<file path="src/rtl/adc_selfclk_pkg.sv">
package adc_selfclk_pkg;
    typedef enum logic [1:0] {
        ST_INIT  = 2'd0,
        ST_CONV  = 2'd1,
        ST_SLEEP = 2'd2,
        ST_SHIFT = 2'd3
    } tx_state_e;
endpackage

</file>
<file path="src/rtl/adc_selfclk_span.sv">
// Counts enabled clocks and pulses tick on the LEN-th one; clears while disabled.
module adc_selfclk_span #(
    parameter int LEN = 4
) (
    input  logic clk,
    input  logic rst_n,
    input  logic en,
    output logic tick
);
    localparam int CW = (LEN > 1) ? $clog2(LEN) : 1;

    logic [CW-1:0] cnt_d, cnt_q;

    always_comb begin
        tick  = en && (cnt_q == CW'(LEN - 1));
        cnt_d = '0;
        if (en && !tick) cnt_d = cnt_q + 1'b1;
    end

    always_ff @(posedge clk or negedge rst_n) begin
        if (!rst_n) cnt_q <= '0;
        else        cnt_q <= cnt_d;
    end
endmodule

</file>
<file path="src/rtl/adc_selfclk_edge.sv">
// Registers the pin once and reports rising and falling transitions.
module adc_selfclk_edge (
    input  logic clk,
    input  logic rst_n,
    input  logic pin,
    output logic rise,
    output logic fall
);
    logic prev_d, prev_q;

    always_comb begin
        prev_d = pin;
        rise   = pin && !prev_q;
        fall   = !pin && prev_q;
    end

    always_ff @(posedge clk or negedge rst_n) begin
        if (!rst_n) prev_q <= 1'b0;
        else        prev_q <= prev_d;
    end
endmodule

</file>
<file path="src/rtl/adc_selfclk_tx.sv">
module adc_selfclk_tx #(
    parameter int CONV_CYCLES = 40,
    parameter int HALF_DIV    = 3,
    parameter int WORD_W      = 24
) (
    input  logic              clk,
    input  logic              rst_n,
    input  logic              csel_n,
    input  logic              sck_pin_in,
    input  logic              res_load,
    input  logic [WORD_W-1:0] res_word,
    output logic              conv_busy,
    output logic              sck_o,
    output logic              sck_oe,
    output logic              sdo_o,
    output logic              sdo_oe,
    output logic              ext_mode
);
    import adc_selfclk_pkg::*;

    localparam int CNT_W = $clog2(WORD_W + 1);
    localparam int MSB   = WORD_W - 1;

    typedef struct packed {
        tx_state_e         state;
        logic              ext;
        logic              sck;
        logic [CNT_W-1:0]  rises;
        logic [WORD_W-1:0] sh;
        logic [WORD_W-1:0] word;
    } tx_regs_t;

    tx_regs_t r_d, r_q;

    logic conv_done, half_tick, host_rise, host_fall;
    logic half_en;

    assign half_en = !r_q.ext &&
                     (((r_q.state == ST_SLEEP) && !csel_n) || (r_q.state == ST_SHIFT));

    adc_selfclk_span #(.LEN(CONV_CYCLES)) u_conv_timer (
        .clk   (clk),
        .rst_n (rst_n),
        .en    (r_q.state == ST_CONV),
        .tick  (conv_done)
    );

    adc_selfclk_span #(.LEN(HALF_DIV)) u_half_div (
        .clk   (clk),
        .rst_n (rst_n),
        .en    (half_en),
        .tick  (half_tick)
    );

    adc_selfclk_edge u_host_edge (
        .clk   (clk),
        .rst_n (rst_n),
        .pin   (sck_pin_in),
        .rise  (host_rise),
        .fall  (host_fall)
    );

    always_comb begin
        r_d = r_q;
        unique case (r_q.state)
            ST_INIT: begin
                r_d.ext   = !sck_pin_in;
                r_d.state = ST_CONV;
            end
            ST_CONV: begin
                if (conv_done) begin
                    r_d.state   = ST_SLEEP;
                    r_d.sck     = 1'b0;
                    r_d.sh      = r_q.word;
                    r_d.sh[MSB] = 1'b0;
                end
                if (res_load) r_d.word = res_word;
            end
            ST_SLEEP: begin
                if (!csel_n && (r_q.ext ? host_rise : half_tick)) begin
                    r_d.state = ST_SHIFT;
                    r_d.sck   = 1'b1;
                    r_d.rises = CNT_W'(1);
                end
            end
            ST_SHIFT: begin
                if (r_q.ext) begin
                    if (host_rise) begin
                        if (r_q.rises == CNT_W'(WORD_W - 1)) r_d.state = ST_CONV;
                        else                                  r_d.rises = r_q.rises + 1'b1;
                    end else if (host_fall) begin
                        r_d.sh = {r_q.sh[MSB-1:0], 1'b1};
                    end
                end else if (half_tick) begin
                    if (r_q.sck) begin
                        if (r_q.rises == CNT_W'(WORD_W)) begin
                            r_d.state = ST_CONV;
                        end else begin
                            r_d.sck = 1'b0;
                            r_d.sh  = {r_q.sh[MSB-1:0], 1'b1};
                        end
                    end else begin
                        r_d.sck   = 1'b1;
                        r_d.rises = r_q.rises + 1'b1;
                    end
                end
            end
            default: r_d.state = ST_INIT;
        endcase
    end

    always_ff @(posedge clk or negedge rst_n) begin
        if (!rst_n) begin
            r_q.state <= ST_INIT;
            r_q.ext   <= 1'b0;
            r_q.sck   <= 1'b1;
            r_q.rises <= '0;
            r_q.sh    <= '1;
            r_q.word  <= '0;
        end else begin
            r_q <= r_d;
        end
    end

    assign conv_busy = (r_q.state == ST_CONV);
    assign sck_o     = r_q.sck;
    assign sdo_o     = ((r_q.state == ST_INIT) || (r_q.state == ST_CONV)) ? 1'b1 : r_q.sh[MSB];
    assign sdo_oe    = !csel_n;
    assign sck_oe    = !csel_n && !r_q.ext && (r_q.state != ST_INIT);
    assign ext_mode  = r_q.ext;
endmodule

</file>
<file path="config.mk">
export PLATFORM = sky130hd
export DESIGN_NAME = adc_selfclk_tx
export DESIGN_NICKNAME = d
export VERILOG_FILES = /design/src/rtl/adc_selfclk_pkg.sv /design/src/rtl/adc_selfclk_span.sv /design/src/rtl/adc_selfclk_edge.sv /design/src/rtl/adc_selfclk_tx.sv
export SDC_FILE = /design/constraint.sdc
export NUM_CORES = 1
export LEC_CHECK = 0
export ABC_AREA = 0
export ABC_CLOCK_PERIOD_IN_PS = 2100
export CELL_PAD_IN_SITES_DETAIL_PLACEMENT = 1
export CELL_PAD_IN_SITES_GLOBAL_PLACEMENT = 1
export CORE_ASPECT_RATIO = 1.5
export CORE_UTILIZATION = 43
export CTS_BUF_LIST = sky130_fd_sc_hd__clkbuf_2
export CTS_CLUSTER_DIAMETER = 150
export DETAILED_ROUTE_END_ITERATION = 12
export PLACE_DENSITY_LB_ADDON = 0.1
export SYNTH_ARGS = -nofsm -noshare
export SYNTH_HDL_FRONTEND = slang
export SYNTH_SLANG_ARGS = --single-unit
export TNS_END_PERCENT = 30
</file>
<file path="constraint.sdc">
create_clock -name clk -period 2.1 [get_ports clk]
set_clock_uncertainty 0.05 [all_clocks]
set_input_delay 0.21 -clock clk [delete_from_list [all_inputs] [get_ports clk]]
set_output_delay 0.21 -clock clk [all_outputs]
set_load 0.03 [all_outputs]
</file>
# ---- After elaboration in Yosys (flattened, before gate mapping)
# Cells that the tools add are included.
dict set report word_totals {
  ff_bits 65
  in_bits 29
  output_inout_bits 6
  wordCells 93
}
dict set report classes {
  n_addsub 3
  n_eq_ne 21
  mux 31
  reduce_logical 29
}
# operator n
set op_table {}
lappend op_table {{2-to-1 mux 24 bit} 5}
lappend op_table {{one-hot mux 24 bit (2 select lines)} 1}
lappend op_table {{2-to-1 mux 30 bit} 1}
lappend op_table {{2-to-1 mux 29 bit} 1}
lappend op_table {{!= test 3 bit, second input constant} 8}
lappend op_table {{2-to-1 mux 2 bit} 9}
lappend op_table {{2-to-1 mux 5 bit} 3}
lappend op_table {{AND reduction 7 bit} 2}
lappend op_table {{2-to-1 mux 6 bit} 2}
lappend op_table {{logical AND 1 bit} 11}
lappend op_table {{equality test 5 bit, second input constant} 2}
lappend op_table {{one-hot mux 5 bit (2 select lines)} 1}
lappend op_table {{one-hot mux 2 bit (4 select lines)} 1}
lappend op_table {{adder 6 x 1 -> 6 bit, second input constant} 1}
lappend op_table {{equality test 2 bit, second input constant} 3}
lappend op_table {{equality test 6 bit, second input constant} 1}
lappend op_table {{zero test 1 bit} 6}
lappend op_table {{2-to-1 mux 1 bit} 6}
lappend op_table {{!= test 2 bit, second input constant} 3}
lappend op_table {{!= test 3 x 2 -> 1 bit, second input constant} 2}
lappend op_table {{AND reduction 6 bit} 1}
lappend op_table {{nonzero test 2 bit} 3}
lappend op_table {{adder 5 x 1 -> 5 bit, second input constant} 1}
lappend op_table {{AND reduction 5 bit} 1}
lappend op_table {{other kinds (8)} 9}

# ---- Longest topological paths before layout
dict set report logic_depth {
  word_depth 9
  ltp_mapped 7
  mapped_depth_nobuf 6
}

# ---- By module
# Synthesis repeated with hierarchy kept, for this count alone.
dict set report unflattened {
  hier_cells 240
  hier_area_um2 3280.6
}
# module instances cells_each area_each_um2
set modules_own_cells {}
lappend modules_own_cells {adc_selfclk_tx 1 205 2866.5}
lappend modules_own_cells {{adc_selfclk_span (u_conv_timer)} 1 25 276.5}
lappend modules_own_cells {{adc_selfclk_span (u_half_div)} 1 7 97.6}
lappend modules_own_cells {adc_selfclk_edge 1 3 40.0}

# ---- Worst setup path before layout
# No wires, ideal clock.
dict set report synth_path {
  kind {register to register}
  from {register r_q[55] (netlist bit)}
  to {register r_q[30] (netlist bit)}
  setup_time_ns 0.085
  arrival_ns 1.814
  path_slack_ns 0.152
  path_stages_with_launch 6
  path_cell_list {dfrtp_1 ha_1 buf_2 clkbuf_1 mux2_2 mux2_1}
}
dict set report synth_between {
  elab_chain_cells 7
}
# element line_no
set synth_rtl {}
lappend synth_rtl {{start, declared} adc_selfclk_tx.sv:33} ;# tx_regs_t r_d, r_q;
lappend synth_rtl {{start signal, assigned} adc_selfclk_tx.sv:121} ;# r_q <= r_d;
lappend synth_rtl {{equality test 2 bit} adc_selfclk_tx.sv:39} ;# (((r_q.state == ST_SLEEP) && !csel_n) || (r_q.state == ST_SHIFT));
lappend synth_rtl {{logical AND 1 bit} adc_selfclk_tx.sv:39}
lappend synth_rtl {{logical OR 1 bit} adc_selfclk_tx.sv:39}
lappend synth_rtl {{logical AND 1 bit} adc_selfclk_tx.sv:38} ;# assign half_en = !r_q.ext &&
lappend synth_rtl {{logical AND 1 bit} adc_selfclk_span.sv:15} ;# tick = en && (cnt_q == CW'(LEN - 1));
lappend synth_rtl {{!= test 3 bit (no line)} n/a}
lappend synth_rtl {{AND reduction 7 bit (no line)} n/a}
# Several ways; a longest one is shown, not always the timed one.
# A chain may end at the register's enable or synchronous reset.

# ---- Worst setup path after layout
dict set report layout_path {
  from {register r_q[55] (netlist bit)}
  to {output port sdo_o}
}
dict set report layout_between {
  elab_chain_cells 3
}
# element line_no
set layout_rtl {}
lappend layout_rtl {{equality test 2 x 1 -> 1 bit / zero test 2 bit (equally long branches)} adc_selfclk_tx.sv:127} ;# assign sdo_o = ((r_q.state == ST_INIT) || (r_q.state == ST_CONV)) ? 1'b1 : r_q.sh[MSB];
lappend layout_rtl {{logical OR 1 bit *} adc_selfclk_tx.sv:127}
lappend layout_rtl {{2-to-1 mux 1 bit *} adc_selfclk_tx.sv:127}
lappend layout_rtl {{end, declared} adc_selfclk_tx.sv:15} ;# output logic sdo_o,
# Every way passes the cells marked *; elsewhere a longest branch is shown, timed or not.

==> results <==
- The most instantiated flip-flop cell in the synthesis netlist is sky130_fd_sc_hd__dfrtp_1.
- The fraction of met1 tracks used by global routing is 0.1891.
- The worst relative slew slack is 0.7657.
- The total routing resource utilization after global routing is 0.1851.
- The total count of hold-check failures in the final report came to 0.
- The final number of max-transition violations came to 0.
- The synthesized netlist occupies a cell area of 3118 sq um.
- The count of input and output buffers is 33.
- The count of warnings emitted by yosys is 0.
- Across the run, the number of max-cap violations was 0.
- The met3 global-route usage is 0.04550.
- The flow ran to the end, and the final reports show no timing, DRC or antenna violations.
- The wire-length estimate of the detail-placed layout is 4075 microns.
- The count of flip-flops with a built-in enable after synthesis is 0.
- By area the synthesized netlist is led by sky130_fd_sc_hd__dfrtp_1, sky130_fd_sc_hd__dfstp_2, sky130_fd_sc_hd__mux2_2, sky130_fd_sc_hd__mux2_1, sky130_fd_sc_hd__ha_1.
- The number of library cell types mapped by synthesis is 38.
- The die is 106.3 microns tall.
- After the last flow step, the layout net total stands at 318.
- After global routing the overflow that remains totals 0.
- The total wirelength of the detailed-routed design is 5844 microns.
- The worst setup path is of the flip-flop to output port kind.
- The final total negative setup slack is 0 ns.
- The share of synthesized area in the top cell type comes to 0.3210.
- The worst setup path is launched from a flip-flop.
- The die is 71.53 microns wide.
- Of the total synthesized cell area, the portion taken by AND, OR, NAND and NOR gates is 0.07905.
- A synthesized cell averages 13.44 sq um.
- The standard-cell row count is 37.
- The effective utilization at floorplan is 0.4490.
- The share of the core filled with cells is 0.5323.
- For the pin with the worst max-slew slack, the measured transition is 0.3514 ns.
- The first-pass GRT wire length is 10,490 microns.
- For this run, design rule violations remaining after detail routing come to 0.
- The total vias in the final route is 1,975.
- TritonCTS built the clock tree.
- The portion of synthesized area spent on multiplexers is 0.2584.
- The source-to-sink clock delay at the later pin of the worst-skew pair is 0.51 ns.
- The number of iterations in the first detailed-routing pass is 4.
- By area, the combinational part of the netlist is dominated by multiplexers.
- The worst supply voltage drop on vdd is 665.5 uV.
- In the final layout, the share of cells above drive strength 1 is 0.3474.
- In this run the clock root is driven by a sky130_fd_sc_hd__clkbuf_2.
- The fraction of synthesis flops using an asynchronous set or reset pin is 1.000.
- STA classifies the critical path endpoint as an output port.
- Compared with the post-synthesis result, the final layout area differs by 18.54%.
- The clock tree synthesis step divided the H-tree into 3 levels.
- Of the total synthesized cell area, the portion taken by XOR and XNOR cells is 0.01124.
- Summed over all cells, the static leakage comes to 1.563 nW.
- The number of endpoints failing setup at the final stage is 0.
- For this design, the sink count on the clock tree is 65.
- The busiest metal layer after global routing is met2.
- The share of the clock period used by the worst path is 0.9624.
- The die footprint is 7602 sq um.
- The flip-flop and latch count after synthesis is 65.
- The cell area power density is 1503 nW/um^2.
- The maximum number of pins on one net before global-route repair is 66.
- The initial antenna violation count was 0.
- 0 antenna diodes ended up in the layout.
- The number of top-level pins is 35.
- The initial detailed-routing violation count is 50.
- The achievable frequency is 494.8 MHz.
- Setup repair after global routing could not meet its margin everywhere.
- The synthesized-area fraction occupied by ao, oa, aoi and oai cells is 0.05578.
- The smallest hold slack is 0.1524 ns.
- The global routing met2 resource utilization is 0.3367.
- The synthesized netlist net count is 270.
- Data on the critical path is required at its endpoint by 1.84 ns.
- Along the worst path, the maximum fanout reaches 5.
- The number of CTS-inserted buffers is 9.
- In this run the remaining antenna-violating nets after routing total 0.
- The average via count per standard cell is 5.441.
- The adder and majority cell fraction of the synthesized area is 0.03612.
- The final critical-path required period is 2.021 ns.
- The total power of the final layout is 0.005556 W.
- The routability congestion estimate is 0.6957.
- The synthesized instance count is 232.
- The area of the core is 6944 sq um.
- For this run, the register share of the synthesized area comes to 0.5317.
- Of all cell types, the one taking the most synthesized area is sky130_fd_sc_hd__dfrtp_1.
- The per-cell routed wire length is 16.10 microns.
- The clock transition at the registers of the reported paths is 0.18 ns.
- The maximum buffer depth of the clock tree is 2.
- The worst min-delay path class is primary input to asynchronous set/reset pin.
- The data arrival at the endpoint of the critical path is 1.76 ns.
- The number of global-route vias before repair is 2,243.
-- registers in the layout (all words and copies together) (netlist names) --
name                flops
r_q                    54
u_conv_timer.cnt_q      6
u_half_div.cnt_q        2
ext_mode                1
sck_o                   1
u_host_edge.prev_q      1
-- routing by layer --
| layer | vias to the layer above | share of wire | wire [microns] |
|---|---|---|---|
| met2 | 31 | 0.55 | 3228 |
| met3 | 12 | 0.033 | 192 |
| met1 | 1003 | 0.39 | 2252 |
| met5 | - | 0 | 0 |
| met4 | 0 | 0.029 | 171 |
| li1 | 929 | - | - |
-- layout by cell type (no fill, tap or decap), drive strengths merged --
cell type and n:
o221ai 3, o221a 1, buf 14, dlygate4sd3 1, nor2 10, inv 9, or3 3, clkinv 2
a31oi 2, dfstp 25, o21ai 2, a31o 1, o31ai 3, nor2b 1, a21oi 5, clkbuf 16
xor2 2, nand2 6, nand4b 3, dfrtp 40, nand3 7, and4b 1, clkdlybuf4s50 28, or3b 2
nor3 1, and4 1, and2 3, mux2 68, o211ai 3, dlygate4sd2 1, nand2b 1, xnor2 2
ha 9, nand3b 4, mux2i 4, a41oi 1
-- path summary, 6_finish.rpt --
path	start	endpoint	slack, ns	depth (start not counted)
min	rst_n	u_conv_timer.cnt_q[5]	0.15	3
min in group clk	sck_pin_in	u_host_edge.prev_q	0.19	1
max	r_q[55]	sdo_o	0.08	4
max reg2reg	r_q[56]	r_q[52]	0.13	6
min reg2reg	u_half_div.cnt_q[0]	u_half_div.cnt_q[0]	0.39	1
max in group asynchronous	rst_n	r_q[45]	1.49	3
-- metrics by stage --
step,instance area [sq um],std cells,setup WS (ns)
2_1_floorplan,3118,232,0.1518
3_3_place_gp,3601,344,0.1025
3_5_place_dp,3601,344,0.06515
4_1_cts,3699,363,0.02333
5_1_grt,3696,363,-0.04194
6_report,3696,363,0.07889
-- cell type report --
class	instances	area (sq um)
multi-input cells	149	1381
clock buffers	14	70.07
inverters	9	33.78
clock inverters	2	8.758
well taps	78	97.59
fillers	737	3248
flip-flops and latches	65	1658
repair buffers	46	446.7
-- Yosys cell counts (2+ instances only) --
library cell	n
sky130_fd_sc_hd__nand3_1	7
sky130_fd_sc_hd__o221ai_1	2
sky130_fd_sc_hd__buf_6	2
sky130_fd_sc_hd__dfstp_2	25
sky130_fd_sc_hd__mux2i_1	4
sky130_fd_sc_hd__inv_1	9
sky130_fd_sc_hd__mux2_2	35
sky130_fd_sc_hd__ha_1	9
sky130_fd_sc_hd__dfrtp_1	40
sky130_fd_sc_hd__and2_1	3
sky130_fd_sc_hd__o211ai_1	3
sky130_fd_sc_hd__nand2_1	6
sky130_fd_sc_hd__nor2_1	10
sky130_fd_sc_hd__or3_1	3
sky130_fd_sc_hd__o31ai_1	3
sky130_fd_sc_hd__mux2_1	33
sky130_fd_sc_hd__buf_2	3
sky130_fd_sc_hd__or3b_2	2
sky130_fd_sc_hd__xor2_1	2
sky130_fd_sc_hd__a31oi_1	2
sky130_fd_sc_hd__nand4b_1	3
sky130_fd_sc_hd__nand3b_1	3
sky130_fd_sc_hd__buf_1	2
sky130_fd_sc_hd__clkbuf_1	2
sky130_fd_sc_hd__xnor2_1	2
sky130_fd_sc_hd__a21oi_1	5
-- report_power, final --
group / internal, W / leakage [nW] / switching [W]
Sequential: 0.00202 / 0.744 / 0.000346
Clock: 0.000176 / 0.0636 / 0.000426
Combinational: 0.00143 / 0.755 / 0.00116
-- logic make-up (layout without fill, tap and decap cells) --
group                      Yosys count  in the layout
and+or+nand+nor                     43             43
DFF                                 65             65
muxes                               72             72
AOI/OAI and AO/OA                   21             21
buffers and inverters               18             71
xor gates and xnor gates             4              4
adders and majority gates            9              9
-- repair_timing --
item	CTS	global route
resized for setup	9	6
pin swaps	0	0
hold endpoints to repair	65	0
hold buffers	1	0
endpoints found under the setup margin	4	6
buffers inserted	2	0
-- critical path, stage by stage (launching register included) --
cell and delay (ns):
sky130_fd_sc_hd__dfrtp_1 0.41, sky130_fd_sc_hd__inv_1 0.08, sky130_fd_sc_hd__ha_2 0.22, sky130_fd_sc_hd__or3_1 0.36, sky130_fd_sc_hd__buf_2 0.19
No activity file was read; power rests on OpenSTA's default activity.
